$ cat config.mk
export PLATFORM = sky130hd
export DESIGN_NAME = can_fault_state
export DESIGN_NICKNAME = d
export VERILOG_FILES = /design/src/rtl/can_fault_state.sv
export SDC_FILE = /design/constraint.sdc
export NUM_CORES = 1
export LEC_CHECK = 0
export BUFFER_PORTS_ARGS = -buffer_cell sky130_fd_sc_hd__buf_4
export CELL_PAD_IN_SITES_DETAIL_PLACEMENT = 1
export CELL_PAD_IN_SITES_GLOBAL_PLACEMENT = 2
export CORE_ASPECT_RATIO = 1.75
export CORE_MARGIN = 4
export CORE_UTILIZATION = 31
export DETAILED_ROUTE_END_ITERATION = 10
export HOLD_SLACK_MARGIN = 0.1
export MAX_ROUTING_LAYER = met4
export PLACE_DENSITY_LB_ADDON = 0.1
export SYNTH_ARGS = -nofsm -noshare
export SYNTH_HDL_FRONTEND = slang
export SYNTH_SLANG_ARGS = --single-unit
export TNS_END_PERCENT = 5
$ cat constraint.sdc
create_clock -name clk -period 2.6 [get_ports clk]
set_input_delay 0.52 -clock clk [delete_from_list [all_inputs] [get_ports clk]]
set_output_delay 0.52 -clock clk [all_outputs]
set_load 0.01 [all_outputs]
$ cat src/rtl/can_fault_state.sv
module can_fault_state #(
  parameter int unsigned LIMIT_RST  = 96,
  parameter int unsigned PASSIVE_TH = 127
) (
  input  logic       clk,
  input  logic       rst_n,
  input  logic       listen_only,
  input  logic       tx_inc,
  input  logic [3:0] tx_inc_amt,
  input  logic       tx_dec,
  input  logic       rx_inc,
  input  logic [3:0] rx_inc_amt,
  input  logic       rx_dec,
  input  logic       rec_req,
  input  logic       lim_we,
  input  logic [7:0] lim_wdata,
  input  logic       berr_valid,
  input  logic [1:0] berr_type,
  input  logic       berr_rx,
  input  logic [4:0] berr_seg,
  input  logic       cap_read,
  input  logic [2:0] ien,
  input  logic       irq_ack,
  output logic [7:0] tx_cnt,
  output logic [7:0] rx_cnt,
  output logic [7:0] err_limit,
  output logic       warn_st,
  output logic       passive_st,
  output logic       busoff_st,
  output logic [7:0] cap_word,
  output logic       cap_valid,
  output logic [2:0] irq_pend,
  output logic       irq
);
  localparam logic [7:0] LIM0 = LIMIT_RST[7:0];
  localparam logic [7:0] PTH  = PASSIVE_TH[7:0];

  logic [7:0] tx_q, rx_q, lim_q, cap_q;
  logic       bo_q, cap_v_q;
  logic       w_prev, p_prev, b_prev;
  logic [2:0] pend_q;

  wire [8:0] tx_sum   = {1'b0, tx_q} + {5'b0, tx_inc_amt};
  wire [8:0] rx_sum   = {1'b0, rx_q} + {5'b0, rx_inc_amt};
  wire       berr_acc = berr_valid && !bo_q;
  wire       take_cap = berr_acc && (!cap_v_q || cap_read);

  assign warn_st    = (tx_q >= lim_q) || (rx_q >= lim_q);
  assign passive_st = (tx_q > PTH) || (rx_q > PTH);
  assign busoff_st  = bo_q;

  wire [2:0] set_v = {ien[2] && berr_acc,
                      ien[1] && (passive_st != p_prev),
                      ien[0] && ((warn_st != w_prev) || (bo_q != b_prev))};

  always_ff @(posedge clk or negedge rst_n) begin
    if (!rst_n) begin
      tx_q <= '0;
      rx_q <= '0;
      bo_q <= 1'b0;
    end else if (bo_q) begin
      if (rec_req) begin
        tx_q <= '0;
        rx_q <= '0;
        bo_q <= 1'b0;
      end
    end else begin
      if (tx_inc) begin
        if (tx_sum[8]) begin
          tx_q <= 8'hFF;
          bo_q <= 1'b1;
        end else begin
          tx_q <= tx_sum[7:0];
        end
      end else if (tx_dec && tx_q != 8'd0) begin
        tx_q <= tx_q - 8'd1;
      end
      if (!listen_only) begin
        if (rx_inc)
          rx_q <= rx_sum[8] ? 8'hFF : rx_sum[7:0];
        else if (rx_dec && rx_q != 8'd0)
          rx_q <= rx_q - 8'd1;
      end
    end
  end

  always_ff @(posedge clk or negedge rst_n) begin
    if (!rst_n) begin
      lim_q   <= LIM0;
      w_prev  <= 1'b0;
      p_prev  <= 1'b0;
      b_prev  <= 1'b0;
      pend_q  <= '0;
      cap_q   <= '0;
      cap_v_q <= 1'b0;
    end else begin
      if (lim_we) lim_q <= lim_wdata;
      w_prev <= warn_st;
      p_prev <= passive_st;
      b_prev <= bo_q;
      pend_q <= (irq_ack ? 3'b000 : pend_q) | set_v;
      if (take_cap) begin
        cap_q   <= {berr_type, berr_rx, berr_seg};
        cap_v_q <= 1'b1;
      end else if (cap_read) begin
        cap_v_q <= 1'b0;
      end
    end
  end

  assign tx_cnt    = tx_q;
  assign rx_cnt    = rx_q;
  assign err_limit = lim_q;
  assign cap_word  = cap_q;
  assign cap_valid = cap_v_q;
  assign irq_pend  = pend_q;
  assign irq       = |pend_q;

  assert_rx_no_wrap_R2: assert property (@(posedge clk) disable iff (!rst_n)
    (rx_cnt >= 8'd240 && rx_inc && !listen_only && !busoff_st) |=> rx_cnt >= 8'd240);

  assert_busoff_entry_R5: assert property (@(posedge clk) disable iff (!rst_n)
    $rose(busoff_st) |-> (tx_cnt == 8'hFF && $past(tx_inc)));

  assert_listen_freeze_R6: assert property (@(posedge clk) disable iff (!rst_n)
    (listen_only && !busoff_st) |=> $stable(rx_cnt));

  assert_warn_edge_irq_R7: assert property (@(posedge clk) disable iff (!rst_n)
    ((warn_st != $past(warn_st)) && ien[0]) |=> irq_pend[0]);

  assert_passive_edge_irq_R8: assert property (@(posedge clk) disable iff (!rst_n)
    ((passive_st != $past(passive_st)) && ien[1]) |=> irq_pend[1]);

  assert_berr_irq_R9: assert property (@(posedge clk) disable iff (!rst_n)
    (berr_valid && !busoff_st && ien[2]) |=> irq_pend[2]);

  assert_cap_frozen_R11: assert property (@(posedge clk) disable iff (!rst_n)
    (cap_valid && !cap_read) |=> ($stable(cap_word) && cap_valid));
endmodule

After elaboration in Yosys (flattened, before gate mapping):

Index checks and enable logic that the tools add are counted.

* add/subtract/negate cells: 4
* multipliers: 0
* divide/modulo/power cells: 0
* order comparisons: 4
* equality and inequality tests: 5
* shifts and indexed selects: 0
* mux-type cells: 17
* bitwise operators: 1
* reduce and logical (&&, ||, !) cells: 21

Operator list (count)
* $mux 8: 10
* $add 8x4->9: 2
* $ge 8x8->1: 2
* $gt 8x7->1 const B: 2
* $reduce_bool 8->1: 2
* $sub 8x1->8 const B: 2
* $logic_and 1x1->1: 7
* $mux 1: 6
* $reduce_bool 3->1: 2
* $logic_or 1x1->1: 4
* $mux 3: 1
* $ne 1x1->1: 3
* $or 3x3->3: 1
* $reduce_and 3->1: 1
* $reduce_or 3->1: 1
* $logic_not 1->1: 2
* $ne 2x1->1 const B: 1
* $ne 2x2->1 const B: 1
* $reduce_and 2->1: 1
* $reduce_bool 2->1: 1

* register bits after elaboration: 40
* bits in latches: 0
* memory bits (writable): 0
* bits in read-only memories: 0
* output and inout bits: 40
* logic and storage cells: 62
* memories kept: 0

Logic depth before layout (Yosys ltp):

Gate-level depths: netlist of run 1.

* depth after elaboration: 6
* gate-level depth with buffers: 7
* mapped depth without buffers: 7

Least setup slack after synthesis of run 1:

Ideal clock, no wire load.

* kind: register to output
* start: register tx_q[0], in the netlist tx_cnt[0]
* end: output port warn_st
* data arrival time: 1.675 ns
* setup slack: 0.405 ns
* stages on the path, launching flop included: 7
* path buffers: 0
* cell sequence: dfrtp_1 inv_1 ha_1 nand2b_1 a2111oi_0 o311a_1 nand2_1

* longest elaborated chain between the ends: 2

Ends and longest elaborated chain
* start, declared: line 38 `logic [7:0] tx_q, rx_q, lim_q, cap_q;`
* start signal, assigned: line 73 `tx_q <= tx_sum[7:0];`
* start signal, assigned: line 76 `tx_q <= tx_q - 8'd1;`
* $ge 8x8->1: line 48 `assign warn_st = (tx_q >= lim_q) || (rx_q >= lim_q);`
* $logic_or 1x1->1: line 48
* end, declared: line 27 `output logic warn_st,`

Every way passes these cells.

Final worst setup path of run 1:

* start: register lim_q[5], in the netlist err_limit[5]
* end: output port warn_st

* longest elaborated chain between the ends: 2

Ends and longest elaborated chain
* start, declared: line 38
* start signal, assigned: line 97 `if (lim_we) lim_q <= lim_wdata;`
* $ge 8x8->1: line 48
* $logic_or 1x1->1 *: line 48

Every way passes the cells marked *; elsewhere a longest branch is shown, timed or not.

==> reports/qor.yml, run 1 <==
cells_and_area:
  antenna_cells: 0
  area_growth_pct: 38.3
  drive_above_1_share: 0.355
  nets: 465
  final_cells: 514
power_and_ir_drop:
  seq_power_share: 0.252
  swShare: 0.415
  intPower_uw: 2290
  clkPwrFrac: 0.188
  p_sw_uw: 1620
  p_total_uw: 3910
  combPwrFrac: 0.560
  ir_drop_mv: 0.425
  p_leak_uw: 0.00180
  power_density_nw_per_um2: 1000
placement:
  dp_hpwl_mm: 7.74
  place_inst: 504
  io_buffer_count: 78
  place_congestion: 0.818
global_routing:
  grt_pass1_wl_mm: 15.8
  antenna_found_initial: 0
  grt_max_degree: 41
  use_met2: 0.371
  grt_pass1_vias: 3013
  track_usage: 0.198
  met1_usage: 0.193
  grtUsageMet3: 0.0262
  grt_overflow: 0
  busiest_layer: "met2"
clocking:
  clock_latency_ns: 0.29
  max-clock-path-buffers: 2
  cts_sinks: 40
  cts_made_buffers: 5
  cts_tree: "yes"
  clockRootBuffer: "clkbuf_16"
  ctsHtreeMaxLevel: 2
  clk_pin_slew_ns: 0.06
timing:
  skew_ns: 0.00616
  hold_viol: 0
  finalMaxSlewViolations: 0
  setup_violations: 0
  period_share: 0.976
  tns_ns: 0
  min_period_ns: 2.54
  fmax_ghz: 0.394
  max_slew.worst_pin.slew_ns: 0.850
  rsz0062_at_grt: "true"
  relSlewSlack: 0.428
detailed_routing:
  vias: 2748
  drtPass1Iterations: 4
  drtIter0Drc: 68
  wl_per_cell_um: 19.0
  ant_nets: 0
  drt-vias-per-instance: 5.35
  drc_errors: 0
  wirelength_mm: 9.77
floorplan:
  dieArea_um2: 10800
  io_pins: 79
  start_util: 0.321
  core-area_um2: 8780
  die_h_um: 134
  num_rows: 45
  die_w_um: 80.1
logic_synthesis:
  synth_area_um2: 2820
  synth_edf_count: 0
  yosys_warnings: 0
  synth_nets: 369
  syn_area_per_cell_um2: 9.40
  ys_ff_latch: 40
  synthArstFlopShare: 1.00
  ys.flop_type: "dfrtp_1"
  syn-instance-count: 300
  ys_types: 58
  seq_area_frac_synth: 0.356
critical_path:
  cp.arrival_ns: 2.02
  cp-start-kind: "flip-flop"
  endpoint_kind: "primary output"
  critPathKind: "flip-flop to primary output"
  crit_fanout: 3
  cp.required_ns: 2.08
hold_path:
  hp-class: "input pin to async pin"
run_status:
  outcome: "complete, no violations"
flow_run:
  drv_cap: 0
==> cells in the final DEF (no fill, tap or decap), types with 4 or more instances in the layout <==
cell type  netlist  routed
nand3_1         17      17
or3_1            5       5
mux2_2           9       9
a21o_1           5       5
o21ai_0         23      22
o31ai_1          5       4
nor3_1           5       5
o22ai_1          7       7
inv_1           20      18
o221ai_1         5       5
nand2_1         19      18
nor2_1          15      15
o2111ai_1        5       5
a31oi_1          4       4
and3_1           5       4
a21oi_1          8       8
ha_1            28      25
clkbuf_16        0       5
buf_4            0     101
xor2_1           5       5
o211ai_1         5       5
a211oi_1         4       4
dfrtp_1         38      38
==> per-layer routing <==
layer / routed length, um / share of wire
met2: 5800 / 0.59
met3: 295 / 0.030
met1: 3400 / 0.35
met4: 284 / 0.029
met5: 0 / 0
==> state kept, by name, summed over array words and instances (netlist names) <==
name	cells
p_prev	1
irq_pend	3
w_prev	1
err_limit	8
tx_cnt	8
cap_valid	1
b_prev	1
rx_cnt	8
cap_word	8
busoff_st	1
==> logic make-up after synthesis <==
group / synth area share
AOI/OAI and AO/OA: 0.222
xor gates and xnor gates: 0.0248
adders and majority gates: 0.138
buffers and inverters: 0.0523
DFF: 0.356
muxes: 0.0395
and+or+nand+nor: 0.168
==> final timing paths <==
kind,startpoint,end,slack [ns],depth (start not counted)
max in group asynchronous,rst_n,w_prev$_DFF_PN0_,2.00,1
min in group clk,rec_req,busoff_st$_DFF_PN0_,0.41,2
min reg2reg,cap_word[5]$_DFFE_PN0P_,cap_word[5]$_DFFE_PN0P_,0.51,1
min,rst_n,tx_cnt[4]$_DFFE_PN0P_,0.21,1
max,err_limit[5]$_DFFE_PN1P_,warn_st,0.06,7
max reg2reg,tx_cnt[0]$_DFFE_PN0P_,tx_cnt[4]$_DFFE_PN0P_,0.23,8
==> power groups by stage <==
stage | clock network [uW] | logic (uW) | registers [uW]
after floorplan | 0 | 1100 | 1080
after global placement | 0 | 2080 | 981
after detailed placement | 0 | 2110 | 984
after CTS | 758 | 2200 | 989
after global routing | 777 | 2460 | 1020
final | 736 | 2190 | 984
==> layout make-up <==
class | count | area (um^2)
Clock buffer | 5 | 125
Tap cell | 117 | 146
Fill cell | 1063 | 4880
Multi-Input combinational cell | 227 | 1730
Timing Repair Buffer | 102 | 769
Inverter | 20 | 77.6
Clock inverter | 3 | 46.3
Sequential cell | 40 | 1000
==> worst max-delay path, cell delays in order (launching register included) <==
cell and delay [ns]:
dfstp_2 0.54, inv_2 0.06, ha_4 0.26, and3_4 0.18
o211ai_1 0.08, o311a_1 0.41, nand2_2 0.09, buf_6 0.10
==> cells in the mapped netlist, drive strengths merged (6+ instances only) <==
cell type   n  area (um^2)
clkbuf      9         33.8
nor2       16         62.6
ha         28          350
inv        20         75.1
o21ai      23          115
o31ai       6         58.8
a21oi       8         40.0
mux2        9          101
nand3      17         85.1
o22ai       7         43.8
nand2      19         71.3
dfrtp      38          951
==> through the flow <==
step	cell area, um^2	hold slack (ns)	utilization	setup WS [ns]
after floorplan	2820	0.224	-	0.405
after global placement	3650	0.490	0.415	0.150
after detailed placement	3650	0.499	0.415	0.114
after CTS	3890	0.239	0.442	0.00535
after global routing	3900	0.251	0.444	-0.0314
final	3900	0.208	0.444	0.0636
==> timing repair <==
action	CTS	global route
setup buffers	0	2
pin swaps	5	2
cloned	0	0
hold buffers	0	0
endpoints found under the setup margin	1	1
gates resized for setup	14	0
Note: power is estimated with default switching activity, not from simulation.
==> inputs of run 2 (changes only) <==
==> constraint.sdc (replaced) <==
create_clock -name clk -period 2.6 [get_ports clk]
set_input_delay 0.52 -clock clk [delete_from_list [all_inputs] [get_ports clk]]
set_output_delay 0.52 -clock clk [all_outputs]
set_load 0.02 [all_outputs]
==> reports/qor.yml, run 2 (synthesized netlist as in run 1, its figures left out) <==
power_and_ir_drop:
  p_total_uw: 4080
  ir_drop_mv: 0.519
  p_leak_uw: 0.00180
  power_density_nw_per_um2: 1040
placement:
  place_congestion: 0.816
  placed_cell_area_um2: 3650
  dp_hpwl_mm: 7.74
  io_buffer_count: 78
  dp_slack_ns: 0.112
clocking:
  cts_made_buffers: 5
  max-clock-path-buffers: 2
  clk_pin_slew_ns: 0.06
  cts_sinks: 40
  clock_latency_ns: 0.29
  clockRootBuffer: "clkbuf_16"
  ctsHtreeMaxLevel: 2
  cts_tree: "yes"
  cts_hold_buf: 0
hold_path:
  hp-class: "input pin to async pin"
timing:
  skew_ns: 0.00575
  fmax_ghz: 0.386
  hold_viol: 0
  relSlewSlack: 0.396
  timing.final.ws_setup_ns: 0.0125
  setup_violations: 0
  rsz0062_at_grt: "true"
  max_slew.worst_pin.slew_ns: 0.899
  min_period_ns: 2.59
  finalMaxSlewViolations: 0
  period_share: 0.995
detailed_routing:
  drtPass1Iterations: 4
  vias: 2777
  drtIter0Drc: 84
  drt-vias-per-instance: 5.39
  drc_errors: 0
  ant_nets: 0
  wirelength_mm: 9.49
  wl_per_cell_um: 18.4
cells_and_area:
  register_area_um2: 1000
  num-fill-cells: 1052
  final_area_um2: 3920
  layout.cells.most_common_list: "buf_4 (102), dfrtp_1 (38), ha_1 (25)"
  final_common_cell: "buf_4"
  multi_input_area_um2: 1740
  antenna_cells: 0
  nets: 466
  drive_above_1_share: 0.359
  area_growth_pct: 38.9
  utilization: 0.446
global_routing:
  met1_usage: 0.189
  grt_pass1_wl_mm: 15.6
  busiest_layer: "met2"
  use_met2: 0.378
  antenna_found_initial: 0
  grtUsageMet3: 0.0262
  grt_max_degree: 41
  track_usage: 0.193
  grt_overflow: 0
  grt_pass1_vias: 3046
critical_path:
  cp_slowest_cell: "dfstp_2"
  cp.arrival_ns: 2.07
  slowest_delay_ns: 0.55
  cp.required_ns: 2.08
  endpoint_kind: "primary output"
  cp-start-kind: "flip-flop"
  crit_fanout: 3
  critPathKind: "flip-flop to primary output"
  crit_chain: "inv_4, ha_4, and3_4, o211ai_1, o311a_1, nand2_2, buf_6"
run_status:
  outcome: "complete, no violations"
flow_run:
  drv_cap: 0
floorplan:
  num_rows: 45
  die_w_um: 80.1
  io_pins: 79
  die_h_um: 134
  start_util: 0.321
  dieArea_um2: 10800
  core-area_um2: 8780
-- run 2: cell types whose count changed in the layout (fill, tap and decap cells not counted) --
| cell | previous run | this run |
|---|---|---|
| a221oi_2 | 1 | 0 |
| inv_1 | 18 | 17 |
| inv_2 | 1 | 2 |
| buf_4 | 101 | 102 |
| a221oi_4 | 0 | 1 |
-- run 2: layout make-up --
type / instances / share of cell area
inverters: 20 / 0.0198
well taps: 117 / 0.0373
multi-input cells: 227 / 0.445
clock inverters: 3 / 0.0118
repair buffers: 103 / 0.198
flip-flops and latches: 40 / 0.256
clock buffers: 5 / 0.0319
-- run 2: final timing paths --
| kind | from | endpoint | slack (ns) | depth (start not counted) |
|---|---|---|---|---|
| max | err_limit[6]$_DFFE_PN1P_ | warn_st | 0.01 | 7 |
| min | rst_n | tx_cnt[4]$_DFFE_PN0P_ | 0.21 | 1 |
| max reg2reg | tx_cnt[0]$_DFFE_PN0P_ | tx_cnt[4]$_DFFE_PN0P_ | 0.27 | 8 |
| min reg2reg | cap_word[5]$_DFFE_PN0P_ | cap_word[5]$_DFFE_PN0P_ | 0.51 | 1 |
| max in group asynchronous | rst_n | irq_pend[0]$_DFF_PN0_ | 2.01 | 1 |
| min in group clk | rec_req | busoff_st$_DFF_PN0_ | 0.41 | 2 |
-- run 2: worst max-delay path, delay by kind of cell (launching register included) --
family / cells / cell delay [ns]
compound gates: 2 / 0.49
simple gates: 2 / 0.31
fa+ha+maj: 1 / 0.26
flops: 1 / 0.55
buf+inv: 2 / 0.17
-- run 2: stage by stage --
step | instances | setup TNS (ns) | hold slack, ns
3_5_place_dp | 504 | 0 | 0.497
2_1_floorplan | 300 | 0 | 0.224
3_3_place_gp | 504 | 0 | 0.489
5_1_grt | 515 | -0.0768 | 0.246
4_1_cts | 513 | -0.0261 | 0.220
6_report | 515 | 0 | 0.206
-- run 2: where the power goes --
group / internal (uW) / total (uW) / switching, uW
clock: 456 / 726 / 269
combinational: 1070 / 2370 / 1310
sequential: 798 / 981 / 183
total: 2320 / 4080 / 1760
-- run 2: layer usage --
layer / vias up / routed length [um]
li1: 1322 / -
met1: 1391 / 3370
met2: 53 / 5620
met3: 11 / 296
met4: 0 / 199
met5: - / 0
-- run 2: timing repair --
item / in CTS / in global routing
hold endpoints to repair: 0 / 0
setup endpoints to repair: 1 / 1
setup buffers: 1 / 2
resized for setup: 13 / 3
pin swaps: 4 / 1
